`src/rtl/tod_pkg.sv`:
```
package tod_pkg;
  localparam int unsigned WORD_W = 32;

  typedef enum logic [1:0] {
    RD_FRAC = 2'd0,
    RD_NS   = 2'd1,
    RD_SEC  = 2'd2,
    RD_TRIM = 2'd3
  } rd_sel_e;

  typedef struct packed {
    logic [WORD_W-1:0] sec;
    logic [WORD_W-1:0] ns;
    logic [WORD_W-1:0] frac;
  } tod_t;
endpackage

```
`src/rtl/tod_step_gen.sv`:
```
module tod_step_gen #(
  parameter int unsigned NS_W      = 32,
  parameter int unsigned FRAC_W    = 32,
  parameter int unsigned TRIM_W    = 32,
  parameter logic [63:0] BASE_STEP = 64'h0000_000C_8000_0000
) (
  input  logic [TRIM_W-1:0]      trim_i,
  output logic [NS_W+FRAC_W-1:0] step_o
);
  localparam int unsigned STEP_W = NS_W + FRAC_W;
  localparam int unsigned MAG_W  = TRIM_W - 1;

  logic [STEP_W-1:0] base;
  logic [STEP_W-1:0] mag;
  logic              neg;

  assign base = STEP_W'(BASE_STEP);
  assign mag  = STEP_W'(trim_i[MAG_W-1:0]);
  assign neg  = trim_i[TRIM_W-1];

  // sign-magnitude trim around the base period
  always_comb begin
    if (neg) step_o = base - mag;
    else     step_o = base + mag;
  end
endmodule

```
`src/rtl/tod_accum.sv`:
```
module tod_accum #(
  parameter int unsigned SEC_W      = 32,
  parameter int unsigned NS_W       = 32,
  parameter int unsigned FRAC_W     = 32,
  parameter int unsigned NS_PER_SEC = 1_000_000_000
) (
  input  logic                   clk_i,
  input  logic                   rst_ni,
  input  logic [NS_W+FRAC_W-1:0] step_i,
  input  logic                   load_i,
  input  logic [SEC_W-1:0]       load_sec_i,
  input  logic [NS_W-1:0]        load_ns_i,
  output logic [SEC_W-1:0]       sec_o,
  output logic [NS_W-1:0]        ns_o,
  output logic [FRAC_W-1:0]      frac_o
);
  localparam int unsigned        FIX_W   = NS_W + FRAC_W;
  localparam logic [NS_W-1:0]    NS_WRAP = NS_W'(NS_PER_SEC);

  logic [SEC_W-1:0]  sec_q, sec_n;
  logic [NS_W-1:0]   ns_q, ns_n, ns_raw;
  logic [FRAC_W-1:0] frac_q, frac_n;
  logic [FIX_W-1:0]  fix_sum;
  logic              roll;

  // {ns, frac} as one fixed-point word; frac carry lands in ns
  assign fix_sum = {ns_q, frac_q} + step_i;
  assign ns_raw  = fix_sum[FIX_W-1:FRAC_W];
  assign roll    = (ns_raw >= NS_WRAP);

  always_comb begin
    if (load_i) begin
      sec_n  = load_sec_i;
      ns_n   = load_ns_i;
      frac_n = '0;
    end else begin
      frac_n = fix_sum[FRAC_W-1:0];
      ns_n   = roll ? (ns_raw - NS_WRAP) : ns_raw;
      sec_n  = sec_q + SEC_W'(roll);
    end
  end

  always_ff @(posedge clk_i or negedge rst_ni) begin
    if (!rst_ni) begin
      sec_q  <= '0;
      ns_q   <= '0;
      frac_q <= '0;
    end else begin
      sec_q  <= sec_n;
      ns_q   <= ns_n;
      frac_q <= frac_n;
    end
  end

  assign sec_o  = sec_q;
  assign ns_o   = ns_q;
  assign frac_o = frac_q;
endmodule

```
`src/rtl/tod_rd_port.sv`:
```
module tod_rd_port
  import tod_pkg::*;
#(
  parameter int unsigned SEC_W  = 32,
  parameter int unsigned NS_W   = 32,
  parameter int unsigned FRAC_W = 32,
  parameter int unsigned TRIM_W = 32,
  parameter int unsigned DATA_W = 32
) (
  input  logic              clk_i,
  input  logic              rst_ni,
  input  logic              rd_en_i,
  input  logic [1:0]        rd_sel_i,
  input  logic [SEC_W-1:0]  sec_i,
  input  logic [NS_W-1:0]   ns_i,
  input  logic [FRAC_W-1:0] frac_i,
  input  logic [TRIM_W-1:0] trim_i,
  output logic [DATA_W-1:0] rd_data_o,
  output logic              rd_valid_o
);
  logic [SEC_W-1:0]  snap_sec_q;
  logic [NS_W-1:0]   snap_ns_q;
  logic [DATA_W-1:0] rd_mux;
  rd_sel_e           sel;

  assign sel = rd_sel_e'(rd_sel_i);

  always_comb begin
    unique case (sel)
      RD_FRAC: rd_mux = DATA_W'(frac_i);
      RD_NS:   rd_mux = DATA_W'(snap_ns_q);
      RD_SEC:  rd_mux = DATA_W'(snap_sec_q);
      default: rd_mux = DATA_W'(trim_i);
    endcase
  end

  // residue read freezes the upper words for the following reads
  always_ff @(posedge clk_i or negedge rst_ni) begin
    if (!rst_ni) begin
      snap_sec_q <= '0;
      snap_ns_q  <= '0;
    end else if (rd_en_i && (sel == RD_FRAC)) begin
      snap_sec_q <= sec_i;
      snap_ns_q  <= ns_i;
    end
  end

  always_ff @(posedge clk_i or negedge rst_ni) begin
    if (!rst_ni) begin
      rd_data_o  <= '0;
      rd_valid_o <= 1'b0;
    end else begin
      rd_valid_o <= rd_en_i;
      if (rd_en_i) rd_data_o <= rd_mux;
    end
  end
endmodule

```
`src/rtl/tod_clock.sv`:
```
module tod_clock #(
  parameter int unsigned SEC_W      = 32,
  parameter int unsigned NS_W       = 32,
  parameter int unsigned FRAC_W     = 32,
  parameter int unsigned TRIM_W     = 32,
  parameter int unsigned DATA_W     = 32,
  parameter int unsigned NS_PER_SEC = 1_000_000_000,
  parameter logic [63:0] BASE_STEP  = 64'h0000_000C_8000_0000
) (
  input  logic              clk_i,
  input  logic              rst_ni,
  input  logic              trim_we_i,
  input  logic [TRIM_W-1:0] trim_i,
  input  logic              load_i,
  input  logic [SEC_W-1:0]  load_sec_i,
  input  logic [NS_W-1:0]   load_ns_i,
  input  logic              rd_en_i,
  input  logic [1:0]        rd_sel_i,
  output logic [DATA_W-1:0] rd_data_o,
  output logic              rd_valid_o
);
  localparam int unsigned STEP_W = NS_W + FRAC_W;

  logic [TRIM_W-1:0] trim_q;
  logic [STEP_W-1:0] step_w;
  logic [SEC_W-1:0]  sec_w;
  logic [NS_W-1:0]   ns_w;
  logic [FRAC_W-1:0] frac_w;

  always_ff @(posedge clk_i or negedge rst_ni) begin
    if (!rst_ni)        trim_q <= '0;
    else if (trim_we_i) trim_q <= trim_i;
  end

  tod_step_gen #(
    .NS_W(NS_W), .FRAC_W(FRAC_W), .TRIM_W(TRIM_W), .BASE_STEP(BASE_STEP)
  ) u_step (
    .trim_i (trim_q),
    .step_o (step_w)
  );

  tod_accum #(
    .SEC_W(SEC_W), .NS_W(NS_W), .FRAC_W(FRAC_W), .NS_PER_SEC(NS_PER_SEC)
  ) u_accum (
    .clk_i      (clk_i),
    .rst_ni     (rst_ni),
    .step_i     (step_w),
    .load_i     (load_i),
    .load_sec_i (load_sec_i),
    .load_ns_i  (load_ns_i),
    .sec_o      (sec_w),
    .ns_o       (ns_w),
    .frac_o     (frac_w)
  );

  tod_rd_port #(
    .SEC_W(SEC_W), .NS_W(NS_W), .FRAC_W(FRAC_W), .TRIM_W(TRIM_W), .DATA_W(DATA_W)
  ) u_rd (
    .clk_i      (clk_i),
    .rst_ni     (rst_ni),
    .rd_en_i    (rd_en_i),
    .rd_sel_i   (rd_sel_i),
    .sec_i      (sec_w),
    .ns_i       (ns_w),
    .frac_i     (frac_w),
    .trim_i     (trim_q),
    .rd_data_o  (rd_data_o),
    .rd_valid_o (rd_valid_o)
  );
endmodule

```
`config.mk`:
```
export PLATFORM = sky130hd
export DESIGN_NAME = tod_clock
export DESIGN_NICKNAME = d
export VERILOG_FILES = /design/src/rtl/tod_pkg.sv /design/src/rtl/tod_step_gen.sv /design/src/rtl/tod_accum.sv /design/src/rtl/tod_rd_port.sv /design/src/rtl/tod_clock.sv
export SDC_FILE = /design/constraint.sdc
export NUM_CORES = 1
export LEC_CHECK = 0
export ABC_AREA = 1
export BUFFER_PORTS_ARGS = -buffer_cell sky130_fd_sc_hd__buf_4
export CAP_MARGIN = 10
export CORE_MARGIN = 2
export CORE_UTILIZATION = 50
export CTS_BUF_LIST = sky130_fd_sc_hd__clkbuf_8
export DETAILED_ROUTE_END_ITERATION = 8
export GPL_TIMING_DRIVEN = 0
export PLACE_DENSITY = 0.79
export SLEW_MARGIN = 20
export SYNTH_ARGS = -nofsm -noshare
export SYNTH_HDL_FRONTEND = slang
export SYNTH_SLANG_ARGS = --single-unit
```
`constraint.sdc`:
```
create_clock -name clk_i -period 9.08 [get_ports clk_i]
set_clock_uncertainty 0.15 [all_clocks]
set_input_delay 0 -clock clk_i [delete_from_list [all_inputs] [get_ports clk_i]]
set_output_delay 0 -clock clk_i [all_outputs]
set_load 0.01 [all_outputs]
```
==> summary.md <==
| Metric | Value |
|---|---|
| Outcome | `completed` |
| Fmax | `117 MHz` |
| CTS buffer count | `41` |
| Fin Setup TNS | `0 ns` |
| Synth Register Bits | `225` |
| Initial Util | `50.5%` |
| Final hold violation count | `0` |
| Top delay family on crit path | `simple AND/OR/NAND/NOR gates` |
| HPWL Detailed | `42800 um` |
| Slowest CP cell | `dlygate4sd3_1` |
| First-pass GRT wire length | `87300 um` |
| Part of the power in combinational logic | `41.3%` |
| Least-Margin Pin Slew | `0.955 ns` |
| Drt initial violations | `1295` |
| Pleak | `10.0 nW` |
| Synthesized area | `15400 sq um` |
| Final Cycle Share | `94.0%` |
| Syn Nets | `2408` |
| Buf/Inv on CP | `6` |
| Worst-path fanout max | `10` |
| Clk_lat worst skew | `0.59 ns` |
| Post-synth EDFFs | `0` |
| Power density over the cells | `222 nW/um^2` |
| Vias | `16700` |
| Switching pwr | `1.84 mW` |
| Inst Count DP | `2799` |
| Slowest Stage Delay on Critical Path | `0.59 ns` |
| Critical path type | `reg -> reg` |
| Drt pass-1 iters | `6` |
| Residual DRC | `0` |
| Final Max Tran Viols | `0` |
| DIE WIDTH | `179 um` |
| Top FF cell, synth | `dfrtp_1` |
| Synth-to-layout area growth | `26.8%` |
| GPL Wtd Cong | `1.04` |
| Pint | `2.49 mW` |
| Die area | `32200 sq um` |
| Seq/Total Area, Yosys | `36.6%` |
| CTS sink cnt | `225` |
| Vias per cell | `5.52` |
| Sequential share of power | `32.2%` |
| Initial antenna violation count | `1` |
| Hold Path Cell Cnt | `4` |
| Crit path from | `trim_q[0]$_DFFE_PN0P_` |
| Port bufs | `134` |
| R2r setup slk | `0.54 ns` |
| Crit path time final | `8.54 ns` |
| WL per Instance | `18.8 um` |
| FFs w/ async S/R, synth | `100%` |
| Num rows | `64` |
| CP Depth | `46` |
| Slew margin rel. | `36.3%` |
| Endpoint type of the worst setup path | `flip-flop` |
| CP dominant cell by count | `nand2_1` |
| Final Instance Area | `19500 sq um` |
| Overall die height | `179 um` |
| CP required | `9.45 ns` |
| Clock power share | `26.5%` |
| Post-Route WL | `57000 um` |
| Total GRT Usage | `35.6%` |
| Worst hold-check path type | `in -> reg` |
| Mean post-synth cell area | `6.78 sq um` |
| Maximum clock path buffer count | `3` |
| Reg clk slew, reported paths | `0.07 ns` |
| Critical path arrival | `8.91 ns` |
| Reg2reg start | `trim_q[0]$_DFFE_PN0P_` |
| Yosys top cell by area | `dfrtp_1` |
| Final non-filler cell total | `3027` |
| Depth of the most critical reg-to-reg path | `46` |
| Share of layout cells above drive strength 1 | `12.6%` |
| Max-Cap Viols | `0` |
| Startpoint Class | `flip-flop` |
| Syn. warnings | `0` |
| CTS tree | `done` |
| Placed Area | `16900 sq um` |
| Top post-synthesis cells by area | `dfrtp_1 37%, nand2_1 20%, inv_1 7.4%, o21ai_0 5.3%, nand3_1 4.4%` |
| Total core area | `30400 sq um` |
| Maximum VDD drop | `0.112 mV` |
| CP Capture Point | `u_accum.sec_o[20]$_DFF_PN0_` |
| H-tree levels | `2` |
| Final net count | `2738` |
| # setup viols final | `0` |
| Final core occ | `64.1%` |
| Pin count of the biggest net entering global routing | `92` |
| Worst r2r dst | `u_accum.sec_o[20]$_DFF_PN0_` |
| Global route total overflow | `0` |
| Synth unique cells | `46` |
| Commonest cells post-synth | `827 x nand2_1, 305 x inv_1, 225 x dfrtp_1` |
| I/O pin cnt | `136` |
| Post-Syn Instances | `2267` |
| Clock root cell | `clkbuf_8` |
| Most common cell in the netlist | `nand2_1` |
| Sw frac | `42.4%` |
| Antenna viol nets, final | `0` |
| Top cell type's share of synthesized area | `36.6%` |
| Vias in the first global route | `16400` |
[per-layer routing]
| metal | GRT usage, % | up-vias | part of all wire, % |
|---|---|---|---|
| met3 | 5.51 | 204 | 7.2 |
| met1 | 44.0 | 7847 | 40 |
| met4 | 20.5 | 0 | 6.2 |
| met5 | 0 | - | 0 |
| met2 | 59.3 | 772 | 46 |
| li1 | - | 7882 | - |
[logic make-up (layout without fill, tap and decap cells)]
group / after synthesis / in the layout / share of synthesized area, %
AOI/OAI and AO/OA: 298 / 298 / 11.3
xor gates and xnor gates: 68 / 68 / 3.87
adders and majority gates: 38 / 38 / 3.14
buffers and inverters: 385 / 748 / 9.62
DFF: 225 / 225 / 36.6
muxes: 18 / 18 / 1.32
other: 0 / 1 / 0
and+or+nand+nor: 1235 / 1235 / 34.1
[registers in the layout, indices dropped and copies added (netlist names)]
register,cells
u_rd.snap_sec_q,32
u_rd.rd_data_o,32
u_rd.rd_valid_o,1
trim_q,32
u_rd.snap_ns_q,32
u_accum.frac_o,32
u_accum.ns_o,32
u_accum.sec_o,32
[layout make-up]
class | count | area (sq um)
Clock buffer | 55 | 757
Fill cell | 2714 | 10900
Antenna cell | 1 | 2.50
Timing Repair Buffer | 287 | 2590
Clock inverter | 21 | 229
Sequential cell | 225 | 5630
Multi-Input combinational cell | 1657 | 8300
Inverter | 324 | 1220
Tap cell | 396 | 495
Buffer | 61 | 263
[cells in the final DEF (no fill, tap or decap), drive strengths merged]
cell / instances
inv: 329
fa: 1
mux2: 18
o21bai: 1
buf: 147
dlygate4sd3: 149
o31ai: 7
diode: 1
nor3b: 1
clkinv: 12
o22ai: 1
nor4: 9
a31o: 1
clkbuf: 107
nand3b: 3
a221oi: 32
a31oi: 8
o21ai: 171
nand3: 139
a21oi: 53
and2: 4
or4: 1
nor3: 29
a21boi: 1
and3: 2
xnor2: 7
or2: 7
nor2: 167
ha: 37
a22o: 23
dfrtp: 225
nand2: 848
nand4: 25
xor2: 61
bufinv: 4
[power groups by stage]
stage	sequential [mW]	clock [mW]	combinational, mW
final	1.39	1.15	1.79
after global routing	1.41	1.19	1.98
after CTS	1.38	1.15	1.74
after detailed placement	1.40	0	1.66
after global placement	1.39	0	1.63
after floorplan	1.35	0	1.13
[worst min path at each step]
stage	endpoint	slack [ns]	startpoint
2_1_floorplan	trim_q[0]$_DFFE_PN0P_	-0.45	rst_ni
4_1_cts	u_accum.sec_o[19]$_DFF_PN0_	0.0006	load_sec_i[19]
3_5_place_dp	u_accum.ns_o[16]$_DFF_PN0_	-0.20	rst_ni
6_report	trim_q[11]$_DFFE_PN0P_	0.02	trim_we_i
5_1_grt	u_accum.sec_o[29]$_DFF_PN0_	0.02	load_sec_i[29]
3_3_place_gp	u_rd.rd_valid_o$_DFF_PN0_	-0.02	rd_en_i
[per-stage QoR]
stage / setup slack, ns / power [mW] / hold WS [ns]
after detailed placement: 0.481 / 3.06 / -0.202
final: 0.542 / 4.33 / 0.0205
after global routing: -0.0314 / 4.59 / 0.0162
after CTS: 0.439 / 4.27 / 0.000602
after floorplan: 2.50 / 2.48 / -0.446
after global placement: 0.634 / 3.02 / -0.0178
[tightest hold or removal path, stage by stage]
cell      delay [ns]
clkbuf_1        0.24
clkbuf_1        0.29
nand2_1         0.10
o21ai_0         0.07
[timing repair]
item                                    4_1_cts  5_1_grt
endpoints found under the hold margin       339        0
resized for setup                             0        8
hold buffers                                150        0
buffers inserted                              0        1
endpoints found under the setup margin        0       18
Power figures use the tool's default switching activity.
